## src/rtl/wdt_pkg.sv

```systemverilog
`timescale 1ns/1ps
package wdt_pkg;
    localparam int REG_W = 16;
    localparam int TMO_W = 8;

    localparam logic [3:0] OFS_CTRL = 4'h0;
    localparam logic [3:0] OFS_SVC  = 4'h2;
    localparam logic [3:0] OFS_STAT = 4'h4;
    localparam logic [3:0] OFS_MISC = 4'h8;

    localparam logic [REG_W-1:0] KEY_FIRST  = 16'h5555;
    localparam logic [REG_W-1:0] KEY_SECOND = 16'hAAAA;

    localparam int B_HOLD  = 0;
    localparam int B_EN    = 2;
    localparam int B_RSTEN = 3;
    localparam int B_SWREQ = 4;

    typedef struct packed {
        logic [TMO_W-1:0] tmo;
        logic             rst_en;
        logic             en;
        logic             hold;
        logic             hold_lock;
    } ctrl_t;

    localparam ctrl_t CTRL_INIT = '{tmo: '0, rst_en: 1'b1, en: 1'b0,
                                    hold: 1'b0, hold_lock: 1'b0};
endpackage

```

## src/rtl/wdt_key_seq.sv

```systemverilog
`timescale 1ns/1ps
module wdt_key_seq
    import wdt_pkg::*;
(
    input  logic             clk,
    input  logic             rst_n,
    input  logic             svc_wr_i,
    input  logic [REG_W-1:0] data_i,
    input  logic             flush_i,
    output logic             reload_o
);
    logic armed_d, armed_q;

    always_comb begin
        armed_d  = armed_q;
        reload_o = 1'b0;
        if (svc_wr_i) begin
            reload_o = armed_q && (data_i == KEY_SECOND);
            armed_d  = (data_i == KEY_FIRST);
        end
        if (flush_i) begin
            armed_d = 1'b0;
        end
    end

    always_ff @(posedge clk or negedge rst_n) begin
        if (!rst_n) armed_q <= 1'b0;
        else        armed_q <= armed_d;
    end

    // a completed key pair always consumes the armed state
    p_reload_disarm_r3: assert property (@(posedge clk) disable iff (!rst_n)
        reload_o |=> !armed_q);
endmodule

```

## src/rtl/wdt_countdown.sv

```systemverilog
`timescale 1ns/1ps
module wdt_countdown #(
    parameter int TICK_CYCLES = 16384,
    parameter int CNT_W       = 8
) (
    input  logic             clk,
    input  logic             rst_n,
    input  logic             run_i,
    input  logic             hold_i,
    input  logic             load_i,
    input  logic             wrap_i,
    input  logic [CNT_W-1:0] load_val_i,
    output logic             expire_o
);
    localparam int PW = (TICK_CYCLES > 2) ? $clog2(TICK_CYCLES) : 1;
    localparam logic [PW-1:0] PRESC_LAST = PW'(TICK_CYCLES - 1);

    typedef struct packed {
        logic [PW-1:0]    presc;
        logic [CNT_W-1:0] cnt;
    } cd_t;

    cd_t cd_d, cd_q;

    always_comb begin
        cd_d     = cd_q;
        expire_o = 1'b0;
        if (load_i) begin
            cd_d.presc = '0;
            cd_d.cnt   = load_val_i;
        end else if (run_i && !hold_i) begin
            if (cd_q.presc == PRESC_LAST) begin
                cd_d.presc = '0;
                if (cd_q.cnt == '0) begin
                    expire_o = 1'b1;
                    if (wrap_i) cd_d.cnt = load_val_i;
                end else begin
                    cd_d.cnt = cd_q.cnt - 1'b1;
                end
            end else begin
                cd_d.presc = cd_q.presc + 1'b1;
            end
        end
    end

    always_ff @(posedge clk or negedge rst_n) begin
        if (!rst_n) cd_q <= '0;
        else        cd_q <= cd_d;
    end

    // a held countdown keeps both prescaler and count
    p_hold_freeze_r6: assert property (@(posedge clk) disable iff (!rst_n)
        (run_i && hold_i && !load_i) |=> $stable(cd_q));
    // an idle countdown never moves on its own
    p_idle_stable_r4: assert property (@(posedge clk) disable iff (!rst_n)
        (!run_i && !load_i) |=> $stable(cd_q.cnt));
endmodule

```

## src/rtl/wdt_pdn_timer.sv

```systemverilog
`timescale 1ns/1ps
module wdt_pdn_timer #(
    parameter int PDN_CYCLES = 524288
) (
    input  logic clk,
    input  logic rst_n,
    input  logic en_i,
    output logic pdn_int_n
);
    localparam int CW = (PDN_CYCLES > 2) ? $clog2(PDN_CYCLES) : 1;
    localparam logic [CW-1:0] CNT_LAST = CW'(PDN_CYCLES - 1);

    typedef struct packed {
        logic [CW-1:0] cnt;
        logic          done;
        logic          pulse;
    } pdn_t;

    pdn_t p_d, p_q;

    always_comb begin
        p_d       = p_q;
        p_d.pulse = 1'b0;
        if (en_i && !p_q.done) begin
            if (p_q.cnt == CNT_LAST) begin
                p_d.pulse = 1'b1;
                p_d.done  = 1'b1;
            end else begin
                p_d.cnt = p_q.cnt + 1'b1;
            end
        end
    end

    always_ff @(posedge clk or negedge rst_n) begin
        if (!rst_n) p_q <= '0;
        else        p_q <= p_d;
    end

    assign pdn_int_n = !p_q.pulse;

    // the counter fires once and then stays finished
    p_pdn_done_r11: assert property (@(posedge clk) disable iff (!rst_n)
        p_q.done |=> p_q.done);
    p_pdn_single_r11: assert property (@(posedge clk) disable iff (!rst_n)
        !pdn_int_n |=> pdn_int_n);
endmodule

```

## src/rtl/svc_watchdog.sv

```systemverilog
`timescale 1ns/1ps
module svc_watchdog
    import wdt_pkg::*;
#(
    parameter int TICK_CYCLES = 16384,
    parameter int PDN_CYCLES  = 524288
) (
    input  logic             clk,
    input  logic             rst_n,
    input  logic             wr_en,
    input  logic [3:0]       addr,
    input  logic [REG_W-1:0] wdata,
    output logic [REG_W-1:0] rdata,
    input  logic             low_power,
    output logic             wdog_rst_o,
    output logic             sw_rst_o,
    output logic             pdn_int_n
);
    typedef struct packed {
        ctrl_t ctrl;
        logic  st_tout;
        logic  st_sw;
        logic  pdn_en;
        logic  wdog_rst;
        logic  sw_rst;
    } top_t;

    top_t st_d, st_q;

    logic             ctrl_wr, svc_wr, misc_wr;
    logic             start_load, svc_reload, cd_expire, fatal_expire;
    logic [TMO_W-1:0] load_val;

    assign ctrl_wr      = wr_en && (addr == OFS_CTRL);
    assign svc_wr       = wr_en && (addr == OFS_SVC);
    assign misc_wr      = wr_en && (addr == OFS_MISC);
    assign start_load   = ctrl_wr && wdata[B_EN] && !st_q.ctrl.en;
    assign load_val     = start_load ? wdata[REG_W-1:REG_W-TMO_W] : st_q.ctrl.tmo;
    assign fatal_expire = cd_expire && st_q.ctrl.rst_en;

    wdt_key_seq u_seq (
        .clk      (clk),
        .rst_n    (rst_n),
        .svc_wr_i (svc_wr),
        .data_i   (wdata),
        .flush_i  (fatal_expire),
        .reload_o (svc_reload)
    );

    wdt_countdown #(
        .TICK_CYCLES (TICK_CYCLES),
        .CNT_W       (TMO_W)
    ) u_cd (
        .clk        (clk),
        .rst_n      (rst_n),
        .run_i      (st_q.ctrl.en),
        .hold_i     (low_power && st_q.ctrl.hold),
        .load_i     (start_load || svc_reload),
        .wrap_i     (!st_q.ctrl.rst_en),
        .load_val_i (load_val),
        .expire_o   (cd_expire)
    );

    wdt_pdn_timer #(
        .PDN_CYCLES (PDN_CYCLES)
    ) u_pdn (
        .clk       (clk),
        .rst_n     (rst_n),
        .en_i      (st_q.pdn_en),
        .pdn_int_n (pdn_int_n)
    );

    always_comb begin
        st_d          = st_q;
        st_d.wdog_rst = 1'b0;
        st_d.sw_rst   = 1'b0;
        if (ctrl_wr) begin
            st_d.ctrl.tmo    = wdata[REG_W-1:REG_W-TMO_W];
            st_d.ctrl.rst_en = wdata[B_RSTEN];
            if (wdata[B_EN]) st_d.ctrl.en = 1'b1;
            if (!st_q.ctrl.hold_lock) begin
                st_d.ctrl.hold      = wdata[B_HOLD];
                st_d.ctrl.hold_lock = 1'b1;
            end
            if (!wdata[B_SWREQ]) begin
                st_d.sw_rst  = 1'b1;
                st_d.st_sw   = 1'b1;
                st_d.st_tout = 1'b0;
            end
        end
        if (misc_wr && !wdata[0]) begin
            st_d.pdn_en = 1'b0;
        end
        if (fatal_expire) begin
            st_d.ctrl     = CTRL_INIT;
            st_d.wdog_rst = 1'b1;
            st_d.st_tout  = 1'b1;
            st_d.st_sw    = 1'b0;
        end
    end

    always_ff @(posedge clk or negedge rst_n) begin
        if (!rst_n) begin
            st_q        <= '0;
            st_q.ctrl   <= CTRL_INIT;
            st_q.pdn_en <= 1'b1;
        end else begin
            st_q <= st_d;
        end
    end

    always_comb begin
        rdata = '0;
        case (addr)
            OFS_CTRL: rdata = {st_q.ctrl.tmo, 3'b000, 1'b1, st_q.ctrl.rst_en,
                               st_q.ctrl.en, 1'b0, st_q.ctrl.hold};
            OFS_STAT: rdata = {14'd0, st_q.st_tout, st_q.st_sw};
            OFS_MISC: rdata = {15'd0, st_q.pdn_en};
            default:  rdata = '0;
        endcase
    end

    assign wdog_rst_o = st_q.wdog_rst;
    assign sw_rst_o   = st_q.sw_rst;

    // reset request lasts one cycle
    p_rst_pulse_r2: assert property (@(posedge clk) disable iff (!rst_n)
        wdog_rst_o |=> !wdog_rst_o);
    // enable survives everything except a reset-generating expiry
    p_en_sticky_r4: assert property (@(posedge clk) disable iff (!rst_n)
        (st_q.ctrl.en && !cd_expire) |=> st_q.ctrl.en);
    // locked hold bit does not move
    p_hold_once_r5: assert property (@(posedge clk) disable iff (!rst_n)
        (st_q.ctrl.hold_lock && !cd_expire) |=> $stable(st_q.ctrl.hold));
    // timeout status only rises together with a reset request
    p_tout_flag_r8: assert property (@(posedge clk) disable iff (!rst_n)
        $rose(st_q.st_tout) |-> wdog_rst_o);
    // software status only rises together with a software request
    p_sw_flag_r10: assert property (@(posedge clk) disable iff (!rst_n)
        $rose(st_q.st_sw) |-> sw_rst_o);
endmodule

```

## config.mk

```make
export PLATFORM = sky130hd
export DESIGN_NAME = svc_watchdog
export DESIGN_NICKNAME = d
export VERILOG_FILES = /design/src/rtl/wdt_pkg.sv /design/src/rtl/wdt_key_seq.sv /design/src/rtl/wdt_countdown.sv /design/src/rtl/wdt_pdn_timer.sv /design/src/rtl/svc_watchdog.sv
export SDC_FILE = /design/constraint.sdc
export NUM_CORES = 1
export LEC_CHECK = 0
export ABC_AREA = 1
export CAP_MARGIN = 15
export CORE_ASPECT_RATIO = 1.2
export CORE_UTILIZATION = 65
export CTS_CLUSTER_SIZE = 20
export DETAILED_ROUTE_END_ITERATION = 8
export DONT_BUFFER_PORTS = 1
export PLACE_DENSITY_LB_ADDON = 0.3
export RECOVER_POWER = 50
export SKIP_CTS_REPAIR_TIMING = 1
export SYNTH_ARGS = -nofsm -noshare
export SYNTH_HDL_FRONTEND = slang
export SYNTH_SLANG_ARGS = --single-unit
```

## constraint.sdc

```tcl
create_clock -name clk -period 4.63 [get_ports clk]
set_clock_uncertainty 0.1 [all_clocks]
set_input_delay 0.926 -clock clk [delete_from_list [all_inputs] [get_ports clk]]
set_output_delay 0.926 -clock clk [all_outputs]
set_load 0.01 [all_outputs]
```

Word level (Yosys, flattened, before mapping). Cells that the tools add are included. Widths: inputs -> output; s select.

Flip-flop bits (word level): 61. Latch bits: 0. Memory bits (writable): 0. Memory bits (read-only): 0. Input port bits: 24. Output and inout port bits: 19. Word-level logic and storage cells: 85. Memories: 0.

$add $sub $neg: 3. Multipliers: 0. Divide/modulo/power cells: 0. Magnitude comparators: 0. Equal/unequal tests: 10. Shift operators: 0. Multiplexer cells: 25. Bitwise logic cells: 1. Reduce and logical (&&, ||, !) cells: 30.

Operator list (count): $pmux 16 s3 (1); $mux 22 (2); $mux 14 (3); $mux 8 (4); $add 19x1->19 const B (1); $eq 19x19->1 const B (1); $eq 16x15->1 const B (1); $eq 16x16->1 const B (1); $add 14x1->14 const B (1); $eq 14x14->1 const B (1); $mux 1 (13); $logic_and 1x1->1 (11); $reduce_and 2->1 (5); $reduce_bool 2->1 (5); $logic_not 8->1 (1); $sub 8x1->8 const B (1); $logic_not 1->1 (5); $eq 4x2->1 const B (1); $eq 4x3->1 const B (1); $eq 4x4->1 const B (1); $logic_not 4->1 (1); $mux 2 (2); $ne 2x1->1 const B (2); $ne 3x2->1 const B (1); other kinds (3) (3).

Longest topological paths before layout.
Depth in word-level cells: 10. Mapped depth: 11. Mapped depth without buffers: 11.

Modules after synthesis. A second synthesis with hierarchy kept.

Cell total of the unflattened synthesis: 561. Area, all modules: 3936.3 um^2.

By module, submodules not included: wdt_countdown (times used 1, cells an instance 218, area each 1506.4 um^2, sequential area each 550.5 um^2); wdt_pdn_timer (times used 1, cells an instance 175, area each 1261.2 um^2, sequential area each 525.5 um^2); svc_watchdog (times used 1, cells an instance 133, area each 1001.0 um^2, sequential area each 427.9 um^2); wdt_key_seq (times used 1, cells an instance 35, area each 167.7 um^2, sequential area each 25.0 um^2).

Least setup slack after synthesis. Ideal clock, no wire load.

Kind: input -> output. Start point: input addr[3]. End point: output rdata[10]. Data arrival time: 1.546 ns. Required time: 3.604 ns. Setup slack: 2.058 ns. Stages on the path: 4. Path buffers: 1. Cell sequence: nor2_2 nand2_1 clkbuf_1 nor2_1.

Word-level cells in the longest chain between the ends: 2. Elaborated cells between the ends (all ways): 4. Those cells by class: eq/ne: 2; mux: 1; reduce/logical: 1.

RTL lines: start, declared (RTL line svc_watchdog.sv:11) `input logic [3:0] addr,`; $eq 4x4->1, or another cell as far along (RTL line svc_watchdog.sv:114) `case (addr)`; $pmux 16 s3 * (RTL line svc_watchdog.sv:114); end, declared (RTL line svc_watchdog.sv:13) `output logic [REG_W-1:0] rdata,`.

Every way passes the cells marked *; elsewhere a longest branch is shown, timed or not.

Worst setup path in the final report.
Start point: input addr[3]. End point: register st_q[6] (netlist bit).

Word-level cells in the longest chain between the ends: 9. Elaborated cells between the ends (all ways): 14. Those cells by class: eq/ne: 2; mux: 3; reduce/logical: 9.

RTL lines: $logic_not 4->1 (RTL line svc_watchdog.sv:34) `assign ctrl_wr = wr_en && (addr == OFS_CTRL);`; $logic_and 1x1->1 (RTL line svc_watchdog.sv:34); $logic_and 1x1->1 (2 in series) (RTL line svc_watchdog.sv:37) `assign start_load = ctrl_wr && wdata[B_EN] && !st_q.ctrl.en;`; $logic_or 1x1->1 (RTL line svc_watchdog.sv:58) `.load_i (start_load || svc_reload),`; $mux 1 (RTL line wdt_countdown.sv:28) `if (load_i) begin`; $logic_and 1x1->1 (RTL line svc_watchdog.sv:39) `assign fatal_expire = cd_expire && st_q.ctrl.rst_en;`; $ne 2x1->1 (no source line) / $reduce_bool 2->1 (equally long branches); $reduce_and 2->1 (no source line); end signal, assigned (RTL line svc_watchdog.sv:108) `st_q <= st_d;`; end, declared (RTL line svc_watchdog.sv:28) `top_t st_d, st_q;`.

Parallel ways exist; a longest one is shown, timed or not. A chain may end at the register's enable or synchronous reset.

==> results.toml <==
[timing]
rsz0062_at_grt = "false"
finalSetupViolations = 0
min_period_ns = 2.85
drv_slew = 0
relSlewSlack_pct = 58.3
fin_crit_sh_pct = 61.6
hold_slack_ns = 0.171
fin_setup_tns_ns = 0
hold_viol = 0
fmax_ghz = 0.350
tightest_slew_ns = 0.624

[route]
vias = 3435
drt_pre_antenna_iters = 5
top_layer_used = "met4"
drt-initial-drc-count = 279
ant_nets = 0
wl_met3_um = 398
drc = 0
avgRoutedWirePerCell_um = 13.1
wl_met1_um = 3690
via_per_inst = 5.48
met2_length_um = 3960
wl_um = 8210

[yosys]
synth_cell_types = 38
synthCells = 545
yosysTopAreaCell = "dfrtp_1"
seq_area_frac_synth_pct = 38.9
synth_area_leaders = "dfrtp_1, nand2_1, nand3_1"
syn_area_um2 = 3940
synth-seq-cells = 61
synth.avg_cell_area_um2 = 7.22
ys_warn_count = 0
synth_top_area_share_pct = 37.5

[run_status]
outcome = "finished, final reports clean"

[final_layout]
antenna_cells = 0
fin_area_um2 = 4120
area_growth_pct = 4.61
final_cell_mix = "nand2_1, inv_1, nand3_1, dfrtp_1, nor2_1"
fillCellCount = 492
final_cells = 627
layout-drive-gt1-share_pct = 10.6
utilization_pct = 71.7
final_nets = 569
final_common_cell = "nand2_1"

[floorplan]
die_w_um = 73.0
die-area_um2 = 6370
num_io_pins = 43
start_util_pct = 68.5
core.rowCount = 30
dieHeight_um = 87.2
core_um2 = 5740

[global_route]
grt_use_total_pct = 28.6
grt_overflow = 0
grt_pass1_wl_um = 14000
grt_pass1_vias = 3136
antenna_found_initial = 0
grt_max_degree = 62

[clock_network]
path_clk_slew_ns = 0.07
clock_latency_ns = 0.34
clk_path_buf_depth = 2
ctsHtreeMaxLevel = 3
cts_made_buffers = 9
cts-root-buf = "clkbuf_8"
cts_tree = "yes"
cts_sinks = 61

[critical_path]
cp.arrival_ns = 3.02
worst_path_max_delay_cell = "nor2_4"
worstPathCellList = "nor2_2, nand2_1, nor2_4, nand3_2, inv_2, nor2_4, nand2_4, inv_1, a21oi_1"
path_common_cell = "nor2_4"
cp.required_ns = 4.79
crit_path_start_kind = "primary input"
critPathKind = "primary input to flop"
startpoint = "addr[3]"
max_stage_delay_ns = 0.41
endpoint_kind = "flop"
reg2reg_from = "u_pdn.p_q[2]"
cp_max_fo = 26

[place]
gp_congestion = 0.887
place_inst = 611
hpwlAfterDp_um = 5750
place_area_um2 = 3940
io_buffers = 0

[run]
cap_viol_max_count = 0

[hold_path]
hold_path_class = "primary input to async pin"

[pwr]
powerDensity_nw_per_um2 = 395
leakagePower_nw = 2.00
peakVddDrop_v = 0.000216
## worst max-delay path: cells and delay by family
family                 cells  cell delay (ns)
and+or+nand+nor            6             1.60
buffers and inverters      2             0.32
AOI/OAI and AO/OA          1             0.15
## cell usage after synthesis (all sizes together)
cell type and instances:
buf 14, inv 80, a21oi 4, nand3b 1
dfstp 2, nand3 71, o2111ai 1, nand2 148
nor4 3, o221ai 1, clkbuf 2, o21ai 32
nor3 14, o31ai 1, dfrtp 59, o21bai 1
or2 1, conb 1, nor2 65, xnor2 7
ha 3, xor2 13, nand4 21
## path summary, 6_finish.rpt
path	to	slack (ns)	cells past startpoint
max in group asynchronous	st_q[2]	4.07	0
min in group clk	st_q[2]	0.36	2
worst min-delay path	u_cd.cd_q[13]	0.17	0
worst max register to register	u_pdn.p_q[19]	1.88	10
worst max-delay path	st_q[6]	1.78	9
worst min register to register	st_q[2]	0.36	2
## final cells by class
class                   count  area, µm²  share of cell area (%)
multi-input cells         390       2000                    48.5
clock inverters             5       50.0                    1.22
inverters                  80        300                    7.29
flip-flops and latches     61       1530                    37.1
clock buffers              11        141                    3.43
well taps                  80        100                    2.43
## registers in the layout, indices dropped and copies added, names as in the netlist
name / cells
u_cd.cd_q: 22
u_pdn.p_q: 21
st_q: 15
sw_rst_o: 1
u_seq.armed_q: 1
wdog_rst_o: 1
## per-layer routing
metal	up-vias	track usage, %
met5	-	0
met4	0	13.9
met3	18	4.40
met2	94	45.8
met1	1597	37.6
li1	1726	-
## kinds of logic (layout without fill, tap and decap cells)
| kind of cell | Yosys count | in the layout | share of synthesized area, % |
|---|---|---|---|
| buffers and inverters | 96 | 96 | 10.3 |
| AND/OR/NAND/NOR | 324 | 324 | 39.1 |
| other | 1 | 3 | 0.0953 |
| adder cells (fa/ha/maj) | 3 | 3 | 0.954 |
| XOR/XNOR | 20 | 20 | 4.45 |
| AO/OA/AOI/OAI | 40 | 40 | 6.26 |
| flip-flops | 61 | 61 | 38.9 |
## metrics by stage
| stage | worst slack (ns) | power [mW] |
|---|---|---|
| 6_report | 1.78 | 1.62 |
| 5_1_grt | 1.51 | 1.74 |
| 4_1_cts | 1.80 | 1.62 |
| 3_5_place_dp | 1.43 | 1.15 |
| 3_3_place_gp | 1.55 | 1.14 |
| 2_1_floorplan | 2.06 | 1.07 |
## report_power, final
group	total [mW]	switching, mW	internal (mW)
logic	0.476	0.290	0.186
clock network	0.469	0.209	0.260
registers	0.680	0.0692	0.610
Note: power is estimated with default switching activity, not from simulation.
